===== config.mk =====
export PLATFORM = sky130hd
export DESIGN_NAME = mgmt_serial_master
export DESIGN_NICKNAME = d
export VERILOG_FILES = /design/src/rtl/mgmt_pkg.sv /design/src/rtl/mgmt_seq.sv /design/src/rtl/mgmt_dpath.sv /design/src/rtl/mgmt_serial_master.sv
export SDC_FILE = /design/constraint.sdc
export NUM_CORES = 1
export LEC_CHECK = 0
export BUFFER_PORTS_ARGS = -buffer_cell sky130_fd_sc_hd__clkbuf_2
export CORE_MARGIN = 2
export CORE_UTILIZATION = 61
export DETAILED_ROUTE_END_ITERATION = 16
export PLACE_DENSITY_LB_ADDON = 0.08
export RECOVER_POWER = 25
export REMOVE_ABC_BUFFERS = 1
export SYNTH_ARGS = -nofsm -noshare
export SYNTH_HDL_FRONTEND = slang
export SYNTH_SLANG_ARGS = --single-unit
export TNS_END_PERCENT = 20

===== constraint.sdc =====
create_clock -name clk -period 2 [get_ports clk]
set_input_delay 0.4 -clock clk [delete_from_list [all_inputs] [get_ports clk]]
set_output_delay 0.4 -clock clk [all_outputs]
set_load 0.02 [all_outputs]

===== src/rtl/mgmt_pkg.sv =====
package mgmt_pkg;
  localparam int FRAME_BITS = 64;
  localparam int IDX_W      = $clog2(FRAME_BITS);
  localparam int TA_FIRST   = 46;   // index of first turnaround bit
  localparam int DATA_FIRST = 48;   // index of first data bit
  localparam int PRE_BITS   = 32;

  typedef struct packed {
    logic             launch;     // frame starts this cycle
    logic             busy;       // frame in progress
    logic             shiftNext;  // mdc falls, advance to next bit
    logic             sampleBit;  // mdc rises, line is sampled
    logic             finish;     // last falling edge of the frame
    logic [IDX_W-1:0] bitIdx;     // index of current bit in frame
  } seqStrobes_t;
endpackage


===== src/rtl/mgmt_seq.sv =====
module mgmt_seq
  import mgmt_pkg::*;
#(
  parameter int MDC_HALF = 10
) (
  input  logic        clk,
  input  logic        rstN,
  input  logic [2:0]  regAddr,
  input  logic        regWrEn,
  input  logic        goBit,
  output logic        mdc,
  output seqStrobes_t strb
);
  localparam int CW = $clog2(MDC_HALF + 1);
  localparam logic [CW-1:0] DIV_LAST = CW'(MDC_HALF - 1);
  localparam logic [IDX_W-1:0] LAST_IDX = IDX_W'(FRAME_BITS - 1);

  logic             busyQ, mdcQ;
  logic [CW-1:0]    divCnt;
  logic [IDX_W-1:0] bitCnt;
  logic             launch, tick, rise, fall, lastFall;

  assign launch   = regWrEn && (regAddr == 3'd3) && goBit && !busyQ;
  assign tick     = busyQ && (divCnt == DIV_LAST);
  assign rise     = tick && !mdcQ;
  assign fall     = tick && mdcQ;
  assign lastFall = fall && (bitCnt == LAST_IDX);

  always_ff @(posedge clk) begin
    if (!rstN) begin
      busyQ  <= 1'b0;
      mdcQ   <= 1'b0;
      divCnt <= '0;
      bitCnt <= '0;
    end else if (launch) begin
      busyQ  <= 1'b1;
      mdcQ   <= 1'b0;
      divCnt <= '0;
      bitCnt <= '0;
    end else if (busyQ) begin
      divCnt <= tick ? '0 : divCnt + 1'b1;
      if (rise) mdcQ <= 1'b1;
      if (fall) begin
        mdcQ <= 1'b0;
        if (lastFall) busyQ <= 1'b0;
        else          bitCnt <= bitCnt + 1'b1;
      end
    end
  end

  assign mdc = mdcQ;

  always_comb begin
    strb.launch    = launch;
    strb.busy      = busyQ;
    strb.shiftNext = fall && !lastFall;
    strb.sampleBit = rise;
    strb.finish    = lastFall;
    strb.bitIdx    = bitCnt;
  end

  // the clock stays parked low whenever no frame is running
  a_r9_mdc_idle_low: assert property (@(posedge clk) disable iff (!rstN)
    !busyQ |-> !mdcQ);

  // frame bits advance one at a time
  a_r5_bit_step: assert property (@(posedge clk) disable iff (!rstN)
    (fall && !lastFall) |=> (bitCnt == $past(bitCnt) + 1'b1));

  // a rise is always followed by mdc high on the next cycle
  a_r9_rise_high: assert property (@(posedge clk) disable iff (!rstN)
    rise |=> mdcQ);
endmodule


===== src/rtl/mgmt_dpath.sv =====
module mgmt_dpath
  import mgmt_pkg::*;
(
  input  logic        clk,
  input  logic        rstN,
  input  seqStrobes_t strb,
  input  logic [2:0]  regAddr,
  input  logic        regWrEn,
  input  logic [7:0]  regWrData,
  output logic [7:0]  regRdData,
  input  logic        mdioIn,
  output logic        mdioOut,
  output logic        mdioOe
);
  localparam logic [IDX_W-1:0] TA_PREV  = IDX_W'(TA_FIRST - 1);
  localparam logic [IDX_W-1:0] TA_LAST  = IDX_W'(TA_FIRST + 1);
  localparam logic [IDX_W-1:0] DATA_IDX = IDX_W'(DATA_FIRST);

  logic [31:0]           cmdReg, statReg, launchCmd;
  logic [FRAME_BITS-1:0] txShift;
  logic [15:0]           rxShift;
  logic                  failQ, oeQ;
  logic                  cmdWr;

  function automatic logic [FRAME_BITS-1:0] buildFrame(input logic [31:0] c);
    logic isWr;
    isWr = c[26];
    return {{PRE_BITS{1'b1}}, 2'b01, (isWr ? 2'b01 : 2'b10), c[25:21], c[20:16],
            (isWr ? 2'b10 : 2'b11), (isWr ? c[15:0] : 16'hFFFF)};
  endfunction

  assign cmdWr     = regWrEn && !regAddr[2] && !strb.busy;
  assign launchCmd = {regWrData, cmdReg[23:0]};

  // command word: byte-staged, GO cleared at frame end
  always_ff @(posedge clk) begin
    if (!rstN) begin
      cmdReg <= '0;
    end else if (strb.finish) begin
      cmdReg[31] <= 1'b0;
    end else if (cmdWr) begin
      case (regAddr[1:0])
        2'd0: cmdReg[7:0]   <= regWrData;
        2'd1: cmdReg[15:8]  <= regWrData;
        2'd2: cmdReg[23:16] <= regWrData;
        default: cmdReg[31:24] <= regWrData;
      endcase
    end
  end

  // transmit shifter and drive enable, both move on mdc fall
  always_ff @(posedge clk) begin
    if (!rstN) begin
      txShift <= '0;
      oeQ     <= 1'b0;
    end else if (strb.launch) begin
      txShift <= buildFrame(launchCmd);
      oeQ     <= 1'b1;
    end else begin
      if (strb.shiftNext) txShift <= {txShift[FRAME_BITS-2:0], 1'b1};
      if (strb.finish)
        oeQ <= 1'b0;
      else if (strb.shiftNext && !cmdReg[26] && strb.bitIdx == TA_PREV)
        oeQ <= 1'b0;
    end
  end

  // receive side, sampled on mdc rise
  always_ff @(posedge clk) begin
    if (!rstN) begin
      rxShift <= '0;
      failQ   <= 1'b0;
    end else if (strb.launch) begin
      rxShift <= '0;
      failQ   <= 1'b0;
    end else if (strb.sampleBit) begin
      if (strb.bitIdx == TA_LAST) failQ <= mdioIn;
      if (strb.bitIdx >= DATA_IDX) rxShift <= {rxShift[14:0], mdioIn};
    end
  end

  always_ff @(posedge clk) begin
    if (!rstN) begin
      statReg <= '0;
    end else if (strb.finish && !cmdReg[26]) begin
      statReg <= failQ ? {1'b1, 15'd0, 16'hFFFF} : {16'd0, rxShift};
    end
  end

  always_comb begin
    case (regAddr)
      3'd0: regRdData = cmdReg[7:0];
      3'd1: regRdData = cmdReg[15:8];
      3'd2: regRdData = cmdReg[23:16];
      3'd3: regRdData = cmdReg[31:24];
      3'd4: regRdData = statReg[7:0];
      3'd5: regRdData = statReg[15:8];
      3'd6: regRdData = statReg[23:16];
      default: regRdData = statReg[31:24];
    endcase
  end

  assign mdioOut = txShift[FRAME_BITS-1];
  assign mdioOe  = oeQ;

  // busy from the sequencer implies GO visible in the command word
  a_r4_busy_go: assert property (@(posedge clk) disable iff (!rstN)
    strb.busy |-> cmdReg[31]);

  // output moves only on launch or mdc fall
  a_r9_out_on_fall: assert property (@(posedge clk) disable iff (!rstN)
    !(strb.launch || strb.shiftNext) |=> $stable(mdioOut));

  // line released from turnaround onward in a read
  a_r7_read_released: assert property (@(posedge clk) disable iff (!rstN)
    (strb.busy && !cmdReg[26] && strb.bitIdx >= IDX_W'(TA_FIRST)) |-> !mdioOe);

  // a failed read always carries all-ones data
  a_r8_fail_data: assert property (@(posedge clk) disable iff (!rstN)
    statReg[31] |-> (statReg[15:0] == 16'hFFFF));
endmodule


===== src/rtl/mgmt_serial_master.sv =====
module mgmt_serial_master
  import mgmt_pkg::*;
#(
  parameter int MDC_HALF = 10
) (
  input  logic       clk,
  input  logic       rstN,
  input  logic [2:0] regAddr,
  input  logic       regWrEn,
  input  logic [7:0] regWrData,
  output logic [7:0] regRdData,
  output logic       mdc,
  output logic       mdioOut,
  output logic       mdioOe,
  input  logic       mdioIn
);
  seqStrobes_t strb;

  mgmt_seq #(.MDC_HALF(MDC_HALF)) uSeq (
    .clk(clk), .rstN(rstN), .regAddr(regAddr), .regWrEn(regWrEn),
    .goBit(regWrData[7]), .mdc(mdc), .strb(strb)
  );

  mgmt_dpath uDpath (
    .clk(clk), .rstN(rstN), .strb(strb), .regAddr(regAddr),
    .regWrEn(regWrEn), .regWrData(regWrData), .regRdData(regRdData),
    .mdioIn(mdioIn), .mdioOut(mdioOut), .mdioOe(mdioOe)
  );
endmodule


After elaboration in Yosys (flattened, before gate mapping)
Cells that the tools add are included.

$add $sub $neg: 2. Order comparisons: 1. Eq/ne operators: 12. Muxes and demuxes: 17. Bitwise gates (word level): 3. Reduce and logical (&&, ||, !) cells: 35.

Operators by type and width (number): 2-to-1 mux 64 bit (2); case mux 8 bit (7 select lines) (1); 2-to-1 mux 32 bit (1); equality test 6 bit, second input constant (3); 2-to-1 mux 16 bit (1); AND reduction 3 bit (5); logical AND 1 bit (13); 2-to-1 mux 1 bit (10); equality test 3 bit, second input constant (3); AND reduction 2 bit (4); adder 6 x 1 -> 6 bit, second input constant (1); equality test 3 x 2 -> 1 bit, second input constant (2); greater-or-equal comparator 6 bit, second input constant (1); zero test 1 bit (5); adder 4 x 1 -> 4 bit, second input constant (1); equality test 4 bit, second input constant (1); 2-to-1 mux 4 bit (1); nonzero test 2 bit (2); OR reduction 2 bit (2); equality test 3 x 1 -> 1 bit, second input constant (1); zero test 3 bit (1); NOT 1 bit (3); nonzero test 3 bit (1); OR reduction 3 bit (1); 4 further kinds (4).

Bits in registers: 158. Input port bits: 15. Word-level logic and storage cells: 85.

Depth between registers and ports, before layout
Word-level depth: 11. Mapped depth: 9.

By module
A second synthesis with hierarchy kept.

Cells, all modules: 673. Area, all modules: 6157.2 um^2.

By module, submodules not included: mgmt_dpath (times used 1, cells each 604, area each 5519.0 um^2, sequential area each 2622.5 um^2); mgmt_seq (times used 1, cells each 69, area each 638.1 um^2, sequential area each 240.2 um^2).

Worst setup path after synthesis
Ideal clock, no wire load.

Path type: input-to-output. Start point: in regAddr[0]. End point: out regRdData[7]. Arrival: 1.581 ns. Required time: 1.600 ns. Slack: 0.019 ns. Stages on the path: 5. Cells stage by stage: buf_2 > buf_2 > buf_2 > a311oi_1 > o21ai_0.

Longest elaborated chain between the ends: 2.

RTL lines: start: declaration (RTL line mgmt_serial_master.sv:8) `input logic [2:0] regAddr,`; equality test 3 bit, or another cell as far along (RTL line mgmt_dpath.sv:91) `case (regAddr)`; case mux 8 bit (7 select lines) * (RTL line mgmt_dpath.sv:91); end: declaration (RTL line mgmt_serial_master.sv:11) `output logic [7:0] regRdData,`.

Mark *: on every way between the ends. The rest lies on a longest branch, timed or not.

Final worst setup path
Start point: reg uDpath.cmdReg[15]. End point: out regRdData[7].

Longest elaborated chain between the ends: 1.

RTL lines: start: declaration (RTL line mgmt_dpath.sv:19) `logic [31:0] cmdReg, statReg, launchCmd;`; start signal: assignment (RTL line mgmt_dpath.sv:44) `2'd1: cmdReg[15:8] <= regWrData;`; case mux 8 bit (7 select lines) (RTL line mgmt_dpath.sv:91).

Every way passes these cells.

==> Flow_metrics.wiki <==
{| class="wikitable"
! Metric !! Value
|-
| Status || complete, but fails checks
|-
| Violations in the final reports || negative setup slack
|-
| Most instantiated library cell after synthesis || sky130_fd_sc_hd__dfxtp_1
|-
| Instance count along the most critical hold path || 3
|-
| Total global-route track usage || 25.9%
|-
| Maximum clock rate || 493 MHz
|-
| Boundary pin count || 26
|-
| Static power due to leakage || 0.00290 uW
|-
| Final total power || 6170 uW
|-
| Post-route worst setup slack || -0.0292 ns
|-
| Switching power of the nets || 1350 uW
|-
| Clock tree from TritonCTS || built
|-
| Via-to-Cell Ratio || 5.77
|-
| Full die area || 11200 um^2
|-
| Initial antenna violation count || 0
|-
| Relative slew slack || 57.8%
|-
| Final HPWL DP || 9000 um
|-
| Share of synthesized flip-flops with an asynchronous set or reset || 0%
|-
| Number of enable-type register cells in the synthesized netlist || 0
|-
| Floorplan row count || 37
|-
| Layout area overhead || 15.0%
|-
| Leading area contributor after synthesis || sky130_fd_sc_hd__dfxtp_1
|-
| Top FF cell, synth || sky130_fd_sc_hd__dfxtp_1
|-
| Fin util || 71.3%
|-
| Worst path slowest cell || sky130_fd_sc_hd__dfxtp_1
|-
| Setup Crit Path Kind || reg -> out
|-
| Top area cells in the synthesized netlist || sky130_fd_sc_hd__dfxtp_1 45%, sky130_fd_sc_hd__mux2i_1 9.5%, sky130_fd_sc_hd__nor2_1 4.9%
|-
| Biggest fanout along the worst timing path || 3
|-
| H-tree lvl count || 4
|-
| Number of design-rule violations left by the first detailed-router iteration || 247
|-
| RePlAce Congestion || 0.821
|-
| Unrepaired setup endpoints after global routing || true
|-
| Final setup violation count || 3
|-
| Register bit count reported by yosys || 143
|-
| Yosys warns || 0
|-
| Actual transition at the worst max-transition pin || 0.633 ns
|-
| Total of max-cap violations || 0
|-
| Width of the die || 106 um
|-
| Worst-case clock buffer depth || 2
|-
| Global-route wire length before repair || 23100 um
|-
| Cell Area, Synth || 6340 um^2
|-
| Detailed-route wire length per cell || 16.4 um
|-
| Final WL || 13900 um
|-
| Floorplan Core Area || 10200 um^2
|-
| Post-layout net count || 719
|-
| Critical path launch point type || flop
|-
| Data arrival, critical path || 1.63 ns
|-
| Share of the synthesized area in the top cell type || 45.1%
|-
| Largest net degree at the start of global routing || 68
|-
| Worst Path Required || 1.60 ns
|-
| Setup Skew || 0.00836 ns
|-
| Count of buffers inserted at the top-level ports || 25
|-
| Cell Count Post-Placement || 814
|-
| Hold-fix buffers at CTS || 0
|-
| Via count of the first global-routing pass || 4725
|-
| Reg power frac || 47.2%
|-
| Power density over the cells || 846 nW/um^2
|-
| Clock network fraction of total power || 48.2%
|-
| Fraction of final layout cells sized beyond drive strength 1 || 14.6%
|-
| Diode count || 0
|-
| Fin. Hold Viols || 0
|-
| Final worst path period need || 2.03 ns
|-
| Internal power || 4820 uW
|-
| Number of cells on the worst reg-to-reg path || 5
|-
| Kind of end point of the critical path || output pin
|-
| Clk_lat worst skew || 0.53 ns
|-
| Class of the most critical hold timing path || in -> reg
|-
| Stage delay of the slowest cell on the critical path || 0.38 ns
|-
| Num Clock Sinks || 143
|-
| Detail Route Antenna Nets || 0
|-
| Fraction of power spent switching nets || 21.9%
|-
| Cell count after synthesis || 688
|-
| Critical path cell sequence || nand3b_1 -> a21oi_2 -> a311oi_1 -> o21ai_1 -> buf_4
|-
| Total CTS buffers || 17
|-
| 1st-pass router iterations || 5
|-
| Clk Tree Root Cell || sky130_fd_sc_hd__clkbuf_8
|-
| Worst IR Drop VDD || 0.609 mV
|-
| Residual overflow from global routing || 0
|-
| Clock transition at the register clock pins on the worst setup and hold paths after CTS || 0.06 ns
|-
| Post-synthesis sequential area ratio || 45.1%
|-
| Mean area per synthesized cell || 9.22 um^2
|-
| Initial Util || 62.0%
|-
| Fin crit share || 101%
|-
| Max-slew violation count || 0
|-
| Yosys cell types || 49
|-
| DRC violation count after routing || 0
|-
| Post-route insts no fill || 849
|-
| Part of the power in combinational logic || 4.6%
|-
| Ranking of synthesized cells by instance count || 143 x sky130_fd_sc_hd__dfxtp_1, 82 x sky130_fd_sc_hd__nor2_1, 60 x sky130_fd_sc_hd__mux2i_1, 39 x sky130_fd_sc_hd__nor3_1
|-
| Vertical die dimension || 106 um
|-
| DR vias || 4901
|}
state kept, by name, summed over array words and instances, names as in the netlist:
signal          cells
uDpath.rxShift     16
uDpath.cmdReg      32
uDpath.mdioOe       1
uDpath.statReg     17
uSeq.divCnt         4
uDpath.txShift     64
uSeq.mdc            1
uDpath.failQ        1
uSeq.bitCnt         6
uSeq.busyQ          1
cell usage in the layout (no fill, tap or decap), types with 4 or more instances in the layout:
cell type                   instances
sky130_fd_sc_hd__inv_1              6
sky130_fd_sc_hd__clkbuf_1           7
sky130_fd_sc_hd__o22ai_1            4
sky130_fd_sc_hd__o21ai_0            4
sky130_fd_sc_hd__mux2i_1           60
sky130_fd_sc_hd__clkbuf_16         17
sky130_fd_sc_hd__a21boi_0          26
sky130_fd_sc_hd__buf_4             20
sky130_fd_sc_hd__a21oi_1           13
sky130_fd_sc_hd__clkbuf_2          18
sky130_fd_sc_hd__nor2_1            82
sky130_fd_sc_hd__nand2_1           29
sky130_fd_sc_hd__dfxtp_1          135
sky130_fd_sc_hd__a22oi_1           29
sky130_fd_sc_hd__o211a_1           17
sky130_fd_sc_hd__buf_12             7
sky130_fd_sc_hd__dfxtp_2            8
sky130_fd_sc_hd__clkinv_2           4
sky130_fd_sc_hd__nor3_1            39
sky130_fd_sc_hd__nand2b_1          17
sky130_fd_sc_hd__nand3_1           29
sky130_fd_sc_hd__clkbuf_8           6
sky130_fd_sc_hd__mux2_2             4
sky130_fd_sc_hd__nor3b_1           35
sky130_fd_sc_hd__nor2b_1           35
per-layer routing:
| layer | global-route usage [%] | vias to the layer above | share of wire (%) |
|---|---|---|---|
| met5 | 0 | - | 0 |
| met3 | 5.95 | 15 | 2.6 |
| li1 | - | 2454 | - |
| met4 | 10.4 | 0 | 1.6 |
| met2 | 42.6 | 65 | 49 |
| met1 | 33.0 | 2367 | 47 |
timing repair:
| action | CTS | global route |
|---|---|---|
| pin swaps | 0 | 2 |
| endpoints found under the setup margin | 5 | 33 |
| gates resized for setup | 6 | 20 |
| setup buffers | 1 | 1 |
| cloned | 0 | 1 |
final timing paths:
| kind | startpoint | slack [ns] | end |
|---|---|---|---|
| worst max register to register | uSeq.divCnt[0]$_SDFFE_PP0P_ | 0.11 | uSeq.bitCnt[5]$_SDFFE_PP0P_ |
| worst max-delay path | uDpath.cmdReg[15]$_SDFFE_PN0P_ | -0.03 | regRdData[7] |
| worst min register to register | uDpath.txShift[31]$_SDFFE_PP0P_ | 0.46 | uDpath.txShift[31]$_SDFFE_PP0P_ |
| worst min-delay path | mdioIn | 0.13 | uDpath.failQ$_SDFFE_PP0P_ |
final cells by class:
cell class | count | area (um^2)
multi-input cells | 477 | 3210
inverters | 7 | 26.3
clock inverters | 9 | 81.3
well taps | 136 | 170
flip-flops and latches | 143 | 2870
fillers | 798 | 2940
clock buffers | 23 | 487
repair buffers | 54 | 444
critical path, delay by kind of cell, from the launching register on:
| family | cells | cell delay [ns] |
|---|---|---|
| buf+inv | 1 | 0.18 |
| flops | 1 | 0.38 |
| compound gates | 3 | 0.43 |
| simple gates | 1 | 0.11 |
stage by stage:
| step | hold WS [ns] | TNS, ns | area [um^2] | setup WS [ns] |
|---|---|---|---|---|
| 2_1_floorplan | 0.433 | -96.36 | 6060 | -1.47 |
| 3_3_place_gp | 0.443 | 0 | 6690 | 0.0597 |
| 3_5_place_dp | 0.450 | -0.00807 | 6690 | -0.00807 |
| 4_1_cts | 0.101 | -0.185 | 7270 | -0.0574 |
| 5_1_grt | 0.120 | -0.386 | 7290 | -0.118 |
| 6_report | 0.129 | -0.0642 | 7290 | -0.0292 |
cell families (layout without fill, tap and decap cells):
group | Yosys count | count (layout) | synth area share (%)
compound gates | 113 | 113 | 13.6
buf+inv | 68 | 93 | 4.81
fa+ha+maj | 4 | 4 | 0.789
flops | 143 | 143 | 45.1
xor+xnor | 3 | 3 | 0.414
mux | 65 | 65 | 10.5
simple gates | 292 | 292 | 24.8
power by group through the flow:
| stage | combinational [uW] | clock (uW) | sequential (uW) |
|---|---|---|---|
| final | 282 | 2970 | 2910 |
| after detailed placement | 280 | 0 | 2970 |
| after floorplan | 142 | 0 | 2960 |
| after global placement | 270 | 0 | 2970 |
| after global routing | 308 | 3150 | 2910 |
| after CTS | 283 | 3050 | 2910 |
Power figures use the tool's default switching activity.
